File: config.mk
export PLATFORM = sky130hd
export DESIGN_NAME = ppu_regport
export DESIGN_NICKNAME = d
export VERILOG_FILES = /design/src/rtl/ppu_regport_pkg.sv /design/src/rtl/ppu_addr_unit.sv /design/src/rtl/ppu_palette_ram.sv /design/src/rtl/ppu_read_path.sv /design/src/rtl/ppu_regport.sv
export SDC_FILE = /design/constraint.sdc
export NUM_CORES = 1
export LEC_CHECK = 0
export BUFFER_PORTS_ARGS = -buffer_cell sky130_fd_sc_hd__buf_2
export CAP_MARGIN = 20
export CORE_ASPECT_RATIO = 0.6
export CORE_UTILIZATION = 60
export CTS_CLUSTER_DIAMETER = 30
export DETAILED_ROUTE_END_ITERATION = 8
export PLACE_DENSITY_LB_ADDON = 0.1
export SETUP_SLACK_MARGIN = 0.05
export SLEW_MARGIN = 20
export SYNTH_ARGS = -nofsm -noshare
export SYNTH_HDL_FRONTEND = slang
export SYNTH_SLANG_ARGS = --single-unit
File: constraint.sdc
create_clock -name clk -period 3.1 [get_ports clk]
set_input_delay 0.31 -clock clk [delete_from_list [all_inputs] [get_ports clk]]
set_output_delay 0.31 -clock clk [all_outputs]
set_load 0.05 [all_outputs]
File: src/rtl/ppu_regport_pkg.sv
package ppu_regport_pkg;

  localparam int VA_W   = 14;
  localparam int PAL_AW = 5;

  typedef logic [VA_W-1:0] vaddr_t;

  localparam vaddr_t PAL_BASE = 14'h3F00;
  localparam vaddr_t FILL_OFS = 14'h1000;

  typedef enum logic [2:0] {
    REG_CONFIG   = 3'd0,
    REG_DISPLAY  = 3'd1,
    REG_STATUS   = 3'd2,
    REG_OBJ_PTR  = 3'd3,
    REG_OBJ_DATA = 3'd4,
    REG_SCROLL   = 3'd5,
    REG_POINTER  = 3'd6,
    REG_DATA     = 3'd7
  } reg_e;

  // colour table region test
  function automatic logic is_pal(vaddr_t v);
    return v >= PAL_BASE;
  endfunction

  // address fetched into the buffer by a data read
  function automatic vaddr_t fill_addr(vaddr_t v);
    return is_pal(v) ? vaddr_t'(v - FILL_OFS) : v;
  endfunction

  // colour table index with the backdrop aliases folded
  function automatic logic [PAL_AW-1:0] pal_idx(vaddr_t v);
    logic [PAL_AW-1:0] i;
    i = v[PAL_AW-1:0];
    if (i[1:0] == 2'b00) i[PAL_AW-1] = 1'b0;
    return i;
  endfunction

  // post-access address advance, wraps in VA_W bits
  function automatic vaddr_t step(vaddr_t v, logic wide, int unsigned big);
    return vaddr_t'(v + (wide ? vaddr_t'(big) : vaddr_t'(1)));
  endfunction

endpackage

File: src/rtl/ppu_addr_unit.sv
module ppu_addr_unit
  import ppu_regport_pkg::*;
#(
  parameter int DATA_W    = 8,
  parameter int WIDE_STEP = 32,
  parameter int STEP_BIT  = 2
) (
  input  logic              clk,
  input  logic              rst_n,
  input  logic              ctrl_we,
  input  logic              ptr_we,
  input  logic              advance,
  input  logic [DATA_W-1:0] wdata,
  output vaddr_t            vaddr,
  output logic              wide
);

  localparam int HI_W = VA_W - DATA_W;

  logic [HI_W-1:0] hi_q;
  logic            second_q;

  always_ff @(posedge clk) begin
    if (!rst_n) begin
      vaddr    <= '0;
      wide     <= 1'b0;
      hi_q     <= '0;
      second_q <= 1'b0;
    end else begin
      if (ctrl_we) wide <= wdata[STEP_BIT];
      if (ptr_we) begin
        if (!second_q) begin
          hi_q     <= wdata[HI_W-1:0];
          second_q <= 1'b1;
        end else begin
          vaddr    <= {hi_q, wdata};
          second_q <= 1'b0;
        end
      end else if (advance) begin
        vaddr <= step(vaddr, wide, WIDE_STEP);
      end
    end
  end

endmodule

File: src/rtl/ppu_palette_ram.sv
module ppu_palette_ram #(
  parameter int DATA_W  = 8,
  parameter int ENTRIES = 32
) (
  input  logic                       clk,
  input  logic                       rst_n,
  input  logic                       we,
  input  logic [$clog2(ENTRIES)-1:0] idx,
  input  logic [DATA_W-1:0]          wdata,
  output logic [DATA_W-1:0]          rdata
);

  logic [DATA_W-1:0] tbl [ENTRIES];

  always_ff @(posedge clk) begin
    if (!rst_n) begin
      for (int i = 0; i < ENTRIES; i++) tbl[i] <= '0;
    end else if (we) begin
      tbl[idx] <= wdata;
    end
  end

  assign rdata = tbl[idx];

endmodule

File: src/rtl/ppu_read_path.sv
module ppu_read_path #(
  parameter int DATA_W = 8
) (
  input  logic              clk,
  input  logic              rst_n,
  input  logic              rd_acc,
  input  logic              wr_acc,
  input  logic              dp_rd,
  input  logic              pal_hit,
  input  logic [DATA_W-1:0] wdata,
  input  logic [DATA_W-1:0] vm_rdata,
  input  logic [DATA_W-1:0] pal_rdata,
  output logic [DATA_W-1:0] rdata,
  output logic [DATA_W-1:0] buf_q,
  output logic [DATA_W-1:0] obus_q
);

  always_comb begin
    if (!rd_acc)      rdata = '0;
    else if (!dp_rd)  rdata = obus_q;
    else if (pal_hit) rdata = pal_rdata;
    else              rdata = buf_q;
  end

  always_ff @(posedge clk) begin
    if (!rst_n) begin
      buf_q  <= '0;
      obus_q <= '0;
    end else begin
      if (dp_rd) buf_q <= vm_rdata;
      if (wr_acc)      obus_q <= wdata;
      else if (rd_acc) obus_q <= rdata;
    end
  end

endmodule

File: src/rtl/ppu_regport.sv
module ppu_regport
  import ppu_regport_pkg::*;
#(
  parameter int DATA_W      = 8,
  parameter int WIDE_STEP   = 32,
  parameter int STEP_BIT    = 2,
  parameter int PAL_ENTRIES = 32
) (
  input  logic              clk,
  input  logic              rst_n,
  input  logic [15:0]       cpu_addr,
  input  logic [DATA_W-1:0] cpu_wdata,
  input  logic              cpu_rd,
  input  logic              cpu_wr,
  output logic [DATA_W-1:0] cpu_rdata,
  output logic [VA_W-1:0]   vm_addr,
  output logic              vm_rd,
  output logic              vm_wr,
  output logic [DATA_W-1:0] vm_wdata,
  input  logic [DATA_W-1:0] vm_rdata
);

  localparam int PIX_W = $clog2(PAL_ENTRIES);

  // named internal events
  logic              in_range;
  reg_e              reg_sel;
  logic              rd_acc, wr_acc;
  logic              dp_rd, dp_wr;
  logic              pal_hit;
  logic              wide_q;
  vaddr_t            vaddr_q;
  logic [DATA_W-1:0] buf_q, obus_q, pal_rdata;
  logic [PIX_W-1:0]  pal_index;

  assign in_range  = (cpu_addr[15:13] == 3'b001);
  assign reg_sel   = reg_e'(cpu_addr[2:0]);
  assign wr_acc    = in_range & cpu_wr;
  assign rd_acc    = in_range & cpu_rd & ~cpu_wr;
  assign dp_rd     = rd_acc & (reg_sel == REG_DATA);
  assign dp_wr     = wr_acc & (reg_sel == REG_DATA);
  assign pal_hit   = is_pal(vaddr_q);
  assign pal_index = PIX_W'(pal_idx(vaddr_q));

  ppu_addr_unit #(
    .DATA_W(DATA_W), .WIDE_STEP(WIDE_STEP), .STEP_BIT(STEP_BIT)
  ) u_addr (
    .clk     (clk),
    .rst_n   (rst_n),
    .ctrl_we (wr_acc & (reg_sel == REG_CONFIG)),
    .ptr_we  (wr_acc & (reg_sel == REG_POINTER)),
    .advance (dp_rd | dp_wr),
    .wdata   (cpu_wdata),
    .vaddr   (vaddr_q),
    .wide    (wide_q)
  );

  ppu_palette_ram #(
    .DATA_W(DATA_W), .ENTRIES(PAL_ENTRIES)
  ) u_pal (
    .clk   (clk),
    .rst_n (rst_n),
    .we    (dp_wr & pal_hit),
    .idx   (pal_index),
    .wdata (cpu_wdata),
    .rdata (pal_rdata)
  );

  ppu_read_path #(
    .DATA_W(DATA_W)
  ) u_rd (
    .clk       (clk),
    .rst_n     (rst_n),
    .rd_acc    (rd_acc),
    .wr_acc    (wr_acc),
    .dp_rd     (dp_rd),
    .pal_hit   (pal_hit),
    .wdata     (cpu_wdata),
    .vm_rdata  (vm_rdata),
    .pal_rdata (pal_rdata),
    .rdata     (cpu_rdata),
    .buf_q     (buf_q),
    .obus_q    (obus_q)
  );

  assign vm_rd    = dp_rd;
  assign vm_wr    = dp_wr & ~pal_hit;
  assign vm_addr  = dp_rd ? fill_addr(vaddr_q) : vaddr_q;
  assign vm_wdata = cpu_wdata;

endmodule

* Word-level counts from Yosys, hierarchy flattened
Memory sizes are Yosys's and may differ from the RTL's. Cells that the tools add are included.
Cells by class: reduce and logical (&&, ||, !) cells 7, bitwise gates (word level) 13, muxes and demuxes 20, equal/unequal tests 4, add/subtract/negate cells 2, $lt $le $gt $ge 1
Operator list (number):
- $mux 14 | 5
- $mux 8 | 6
- $add 14x14->14 | 1
- $ge 14x14->1 const B | 1
- $sub 14x13->14 const B | 1
- $and 1x1->1 | 9
- $reduce_or 8->1 | 1
- $mux 1 | 7
- $eq 3x3->1 const B | 2
- $mux 6 | 1
- $mux 5 | 1
- $reduce_and 2->1 | 2
- $reduce_bool 2->1 | 2
- $eq 3x1->1 const B | 1
- $logic_not 3->1 | 1
- $not 1->1 | 3
- $logic_not 2->1 | 1
- $ne 2x2->1 const B | 1
- $or 1x1->1 | 1
Storage, ports and cells: flip-flop bits (word level) 38, word-level logic and storage cells 54, memories 1, output and inout port bits 32, memory bits (writable) 256
Memories:
- u_pal.tbl | words 32, width 8, rd ports 1, clocked after memory_dff 0, wr ports 32, line ppu_palette_ram.sv:13 | logic [DATA_W-1:0] tbl [ENTRIES];

* Longest topological paths before layout
Gate-level depths: netlist (run 1).
word-level depth 9, mapped depth 9, gate-level depth less buffers 9

* Modules after synthesis
A second synthesis (run 1) with hierarchy kept.
Unflattened totals: cell total of the unflattened synthesis 1167, area total of the unflattened synthesis 14535.2 um2
Modules (own cells, without submodules):
- ppu_palette_ram | sequential area each 7687.4 um2, cells each 892, instances 1, area an instance 12140.4 um2
- ppu_addr_unit | sequential area each 440.4 um2, cells each 146, instances 1, area an instance 1246.2 um2
- ppu_read_path | sequential area each 320.3 um2, cells each 99, instances 1, area an instance 940.9 um2
- ppu_regport | sequential area each 0.0 um2, cells each 30, instances 1, area an instance 207.7 um2

* Worst setup path after synthesis (run 1)
No wires, ideal clock.
path type flip-flop to output port, start register u_addr.vaddr[8], end output port vm_addr[13], arrival 2351 ps, path slack 439 ps, stages on the path, launching flop included 6, data required time 2790 ps, path through dfxtp_1 > and3_2 > and3_1 > clkbuf_1 > nand2_1 > o21ai_0
On the way: word-level cells in the longest chain between the ends 3, elaborated cells on any way between the ends 4
Ends and longest elaborated chain:
- from (decl) | line ppu_addr_unit.sv:14 | output vaddr_t vaddr,
- from (signal assigned) | line ppu_addr_unit.sv:36 | vaddr <= {hi_q, wdata};
- from (signal assigned) | line ppu_addr_unit.sv:40 | vaddr <= step(vaddr, wide, WIDE_STEP);
- $sub 14x13->14 / $ge 14x14->1 (equally long branches) | line ppu_regport_pkg.sv:29, ppu_regport_pkg.sv:24
- $mux 14 (*) | line ppu_regport_pkg.sv:29 | return is_pal(v) ? vaddr_t'(v - FILL_OFS) : v;
- $mux 14 (*) | line ppu_regport.sv:88 | assign vm_addr = dp_rd ? fill_addr(vaddr_q) : vaddr_q;
- to (decl) | line ppu_regport.sv:16 | output logic [VA_W-1:0] vm_addr,
Every way passes the cells marked *; elsewhere a longest branch is shown, timed or not.

* Worst setup path in the final report (run 1)
start register u_addr.vaddr[1], end output port cpu_rdata[4]
On the way: word-level cells in the longest chain between the ends 6, elaborated cells on any way between the ends 7
Ends and longest elaborated chain:
- $logic_not 2->1 | line ppu_regport_pkg.sv:36 | if (i[1:0] == 2'b00) i[PAL_AW-1] = 1'b0;
- $mux 1 | line ppu_regport_pkg.sv:36
- $mem_v2 32x8
- $mux 8 (*) | line ppu_read_path.sv:21 | else if (pal_hit) rdata = pal_rdata;
- $mux 8 (*) | line ppu_read_path.sv:20 | else if (!dp_rd) rdata = obus_q;
- $mux 8 (*) | line ppu_read_path.sv:19 | if (!rd_acc) rdata = '0;
- to (decl) | line ppu_regport.sv:15 | output logic [DATA_W-1:0] cpu_rdata,
Marked as above.

==> results of run 1 <==
-- worst max-delay path by stage --
stage	from	end	slack (ns)	cells past startpoint
after global placement	u_addr.vaddr[1]	cpu_rdata[0]	0.22	8
after detailed placement	u_addr.vaddr[1]	cpu_rdata[0]	0.21	8
final	u_addr.vaddr[1]	cpu_rdata[4]	-0.03	8
after CTS	u_addr.vaddr[1]	cpu_rdata[4]	0.02	9
after global routing	u_addr.vaddr[0]	cpu_rdata[4]	-0.09	7
after floorplan	u_addr.vaddr[8]	vm_addr[13]	0.44	5
-- cells in the mapped netlist, types with 25 or more instances --
cell type | n | area, um^2
nand2_1 | 65 | 244
a221oi_1 | 34 | 298
nor2_1 | 40 | 150
clkbuf_1 | 44 | 165
o21ai_0 | 39 | 195
buf_4 | 25 | 188
and2_1 | 226 | 1410
dfxtp_1 | 38 | 761
mux4_2 | 33 | 743
mux2_2 | 31 | 349
a21oi_1 | 34 | 170
edfxtp_1 | 224 | 6730
-- cells in the final DEF, fill, tap and decap left out, types with 10 or more instances in the layout --
master | synthesis | final
mux2i_1 | 23 | 18
buf_2 | 22 | 50
buf_4 | 25 | 70
dfxtp_1 | 38 | 34
edfxtp_1 | 224 | 224
and2_1 | 226 | 226
a221oi_1 | 34 | 14
nand3_1 | 12 | 12
a21oi_1 | 34 | 34
nand2_1 | 65 | 64
mux4_2 | 33 | 33
a221oi_2 | 0 | 15
clkbuf_16 | 0 | 38
o221ai_1 | 12 | 10
mux2_2 | 31 | 31
o21ai_0 | 39 | 34
nor2_1 | 40 | 40
-- layer usage --
layer  GRT usage (%)  vias up  wire, um
li1                -     3919         -
met1            48.1     4328     14300
met2            46.3      520     15100
met3            7.08       70      3830
met4            8.53        2       692
met5               0        -        13
-- stage by stage --
| step | cell area (um^2) | util [%] |
|---|---|---|
| CTS | 15200 | 74.1 |
| global route | 15300 | 74.8 |
| finish | 15300 | 74.8 |
| global placement | 13400 | 65.5 |
| detailed placement | 13400 | 65.5 |
| floorplan | 12800 | - |
-- flip-flops by register name, summed over array words and instances (netlist names) --
register	flops
u_addr.second_q	1
u_addr.hi_q	6
u_addr.wide	1
u_rd.obus_q	8
u_addr.vaddr	14
u_rd.buf_q	8
u_pal.tbl	224
-- logic make-up (layout without fill, tap and decap cells) --
kind of cell,count (synthesis),in the layout,share of synthesized area [%]
AND/OR/NAND/NOR,402,403,18.2
flip-flops,262,262,58.4
buffers and inverters,102,212,4.11
adder cells (fa/ha/maj),4,4,0.391
AO/OA/AOI/OAI,157,157,8.30
XOR/XNOR,3,3,0.205
multiplexers,87,87,10.3
-- final cells by class --
class,instances,area [um^2]
flip-flops and latches,262,7500
fillers,1288,5150
multi-input cells,654,5100
repair buffers,137,1130
clock buffers,42,966
well taps,273,342
clock inverters,28,263
inverters,5,18.8
-- worst max-delay path, cell delays in order (launching register included) --
cell	delay [ns]
dfxtp_4	0.39
buf_4	0.12
bufbuf_16	0.27
mux4_2	0.35
a221oi_1	0.38
o21ai_1	0.20
o221ai_1	0.27
nand2_1	0.11
buf_4	0.20
-- power breakdown --
part | leakage (nW) | internal [mW] | switching (mW)
clock network | 0.588 | 2.48 | 1.69
logic | 2.39 | 0.128 | 0.248
registers | 2.43 | 3.96 | 0.0528
total | 5.41 | 6.57 | 1.99
-- repair_timing --
action / 4_1_cts / 5_1_grt
hold endpoints to repair: 0 / 0
resized for setup: 46 / 25
cloned: 6 / 0
setup buffers: 16 / 6
hold buffers: 0 / 0
pin swaps: 10 / 11
setup endpoints to repair: 8 / 8
==> results.ini, run 1 <==
[status]
outcome = finished, violations left
violations = setup timing

[clocking]
clk_latency_ns = 0.51
cts_tree = yes
cts_buffers = 38
path_clk_slew_ns = 0.06
h-tree-depth = 2
clock_sinks = 262
clock_path_buffers = 3
cts-root-buf = clkbuf_16

[power]
peakVddDrop_v = 0.000502
p_per_area_nw_per_um2 = 559
power_leakage_nw = 5.41
design_power_total_mw = 8.56

[floorplan]
ios = 68
die-area_um2 = 22000
design.core.area_um2 = 20500
rows = 40
die_h_um = 115
chipWidth_um = 191
initial_core_util_pct = 62.6

[placement]
portBuffers = 57
post-dp-hpwl_mm = 20.5
dpl_worst_slack_ns = 0.210
placed_cells = 1304
gp_congestion = 0.840

[logic_synthesis]
yosysWarnings = 0
synth_edf_count = 224
yosysSeqAreaShare_pct = 58.4
ys_ff_latch = 262
async_flop_share_pct = 0
syn_area_um2 = 12800
synth_flop_cell = edfxtp_1
synth_area_per_cell_um2 = 12.6
syn_inst = 1017
syn_nets = 1057
synth.distinct_cells = 59

[route]
drc = 0
ant_nets = 0
vias = 8839
first_pass_iters = 5
vias_per_cell = 6.31
wl_per_cell_um = 24.2
drtIter0Drc = 1123
routed_wl_mm = 33.9

[global_routing]
grt_pass1_wl_mm = 51.0
grt_max_degree = 40
grt.total_usage_pct = 31.8
gr-total-overflow = 0
antenna_found_initial = 1
grt_pass1_vias = 8390

[sta]
setup_viol = 1
setup_ws_ns = -0.0266
rsz0062_at_grt = yes
setup_tns_ns = -0.0266
finalHoldViolCount = 0
clock_skew_ns = 0.0130
relSlewSlack_pct = 45.8
period_needed_ns = 3.13
max_freq_ghz = 0.320
worstMarginPinSlew_ns = 0.813
post-route-period-util_pct = 101
holdWs_ns = 0.0421
final_max_slew_viol_count = 0

[min_path]
min_path_type = in2reg
min_to = u_rd.buf_q[1]
hold-path-cell-count = 3
hold_start = vm_rdata[1]

[finish]
fin_cells = 1401
nets = 1138
syn_to_final_growth_pct = 19.6
drive_gt1_share_pct = 29.1
antennaDiodeCount = 0

[worst_setup_path]
crit_path_start_kind = register
cp.arrival_ns = 2.82
reg2reg_slack_ns = 0.40
regToRegStartpoint = u_addr.vaddr[8]
crit_fanout = 10
end_kind = primary output
r2r-end = u_pal.tbl[8][5]
path_class = reg2out
worstRegToRegCells = 6
crit_required_ns = 2.79

[run]
maxCapViolCount = 0

Note: power is estimated with default switching activity, not from simulation.
==> run 2, diff against run 1 <==
- PLACE_DENSITY_LB_ADDON: 0.1 -> 0.3
==> results.ini, run 2 (synthesis results as in run 1) <==
[global_routing]
grt_max_degree = 42
antenna_found_initial = 0
gr-total-overflow = 0
grt.total_usage_pct = 31.9
grt_pass1_wl_mm = 51.1
grt_pass1_vias = 8431

[route]
drtIter0Drc = 1225
ant_nets = 0
vias = 9010
vias_per_cell = 6.39
routed_wl_mm = 35.1
wl_per_cell_um = 24.9
drc = 0
first_pass_iters = 7

[finish]
largest_register_ffs = 224
reg_top3 = u_pal.tbl (224), u_addr.vaddr (14)
nets = 1152
antennaDiodeCount = 0
drive_gt1_share_pct = 29.6
regMostFlops = u_pal.tbl
layout_common_cells = and2_1 (226), edfxtp_1 (224), buf_4 (82), nand2_1 (65), buf_2 (49)
fin_cells = 1410
syn_to_final_growth_pct = 19.7
fillers = 1278
mostFrequentLayoutCell = and2_1

[worst_setup_path]
path_common_cell = buf_12
cpMaxStageDelayCell = mux4_2
reg2reg_slack_ns = 0.33
crit_buf_inv = 3
crit_family = multiplexers
crit_fanout = 6
cp.arrival_ns = 2.79
crit_path_start_kind = register
critical-path-max-stage-delay_ns = 0.58
path_class = reg2out
end_kind = primary output
path_cells = buf_12 -> buf_12 -> mux4_2 -> mux2i_2 -> o32ai_1 -> a211o_1 -> o211ai_1 -> nand2_1 -> buf_6
crit_required_ns = 2.79

[run]
maxCapViolCount = 0

[floorplan]
die-area_um2 = 22000
rows = 40
ios = 68
initial_core_util_pct = 62.6
die_h_um = 115
chipWidth_um = 191
design.core.area_um2 = 20500

[power]
p_clk_share_pct = 48.7
peakVddDrop_v = 0.000531
p_sw_mw = 1.86
seqPwrFrac_pct = 46.9
p_comb_share_pct = 4.4
power_leakage_nw = 5.44
p_per_area_nw_per_um2 = 558
intPower_mw = 6.70
sw_frac_of_total_pct = 21.7

[sta]
worstMarginPinSlew_ns = 0.735
rsz0062_at_grt = yes
setup_viol = 0
clock_skew_ns = 0.0129
setup_tns_ns = 0
final_max_slew_viol_count = 0
finalHoldViolCount = 0
max_freq_ghz = 0.323
post-route-period-util_pct = 100
relSlewSlack_pct = 51.0
period_needed_ns = 3.10

[clocking]
hold_buffers = 0
clock_sinks = 262
h-tree-depth = 2
cts_tree = yes
cts_buffers = 37
clock_path_buffers = 3
cts-root-buf = clkbuf_16
path_clk_slew_ns = 0.06
clk_latency_ns = 0.51

[status]
outcome = complete, no violations

[placement]
portBuffers = 57
placed_cells = 1309
post-dp-hpwl_mm = 20.9
gp_congestion = 0.880

[min_path]
min_path_type = in2reg

==> run 2: timing repair <==
action                                  in CTS  in global routing
resized for setup                           41                 47
pin swaps                                    8                 20
endpoints found under the setup margin       8                  8
gates cloned                                 2                  0
buffers inserted                            22                 14
hold endpoints to repair                     0                  0
==> run 2: metal layers <==
layer | routed length, um | share of wire [%] | track usage [%]
met5 | 0 | 0 | 0
met1 | 14500 | 41 | 47.0
met4 | 670 | 1.9 | 7.52
met3 | 3770 | 11 | 7.69
met2 | 16200 | 46 | 48.2
==> run 2: worst reg2reg max path, stage by stage, from the launching register on <==
cell	delay [ns]
dfxtp_1	0.45
and3_2	0.33
nand3_4	0.21
nor4_4	0.38
nand3b_1	0.27
buf_4	0.28
nor2_1	0.50
and2_1	0.22
==> run 2: path summary, 6_finish.rpt <==
check,depth (start not counted),endpoint,startpoint
worst min-delay path,3,u_rd.buf_q[2],vm_rdata[2]
worst min register to register,2,u_rd.buf_q[5],u_rd.buf_q[5]
worst max register to register,7,u_pal.tbl[13][7],u_addr.vaddr[8]
worst max-delay path,9,cpu_rdata[1],u_addr.vaddr[1]
==> run 2: power by group through the flow <==
| stage | combinational [mW] | clock, mW | sequential [mW] |
|---|---|---|---|
| after floorplan | 0.207 | 0 | 4.06 |
| after global placement | 0.334 | 0 | 4.08 |
| after detailed placement | 0.341 | 0 | 4.08 |
| after CTS | 0.355 | 4.17 | 4.01 |
| after global routing | 0.393 | 4.34 | 4.03 |
| final | 0.375 | 4.17 | 4.02 |
==> run 2: stage by stage <==
| stage | setup WS [ns] | power, mW | hold slack, ns | util (%) | instance area [um^2] |
|---|---|---|---|---|---|
| 2_1_floorplan | 0.439 | 4.27 | 0.433 | - | 12800 |
| 3_3_place_gp | 0.271 | 4.41 | 0.439 | 65.6 | 13400 |
| 3_5_place_dp | 0.227 | 4.43 | 0.444 | 65.6 | 13400 |
| 4_1_cts | 0.0529 | 8.54 | 0.0343 | 73.3 | 15000 |
| 5_1_grt | -0.0461 | 8.77 | 0.0466 | 74.9 | 15300 |
| 6_report | 0.000121 | 8.56 | 0.0393 | 74.9 | 15300 |
==> run 2: area by class of cell <==
type	count	area [um^2]	share of cell area [%]
Inverter	5	18.8	0.122
Clock buffer	41	941	6.14
Multi-Input combinational cell	653	5070	33.1
Clock inverter	23	263	1.71
Sequential cell	262	7500	48.9
Tap cell	273	342	2.23
Timing Repair Buffer	153	1200	7.83
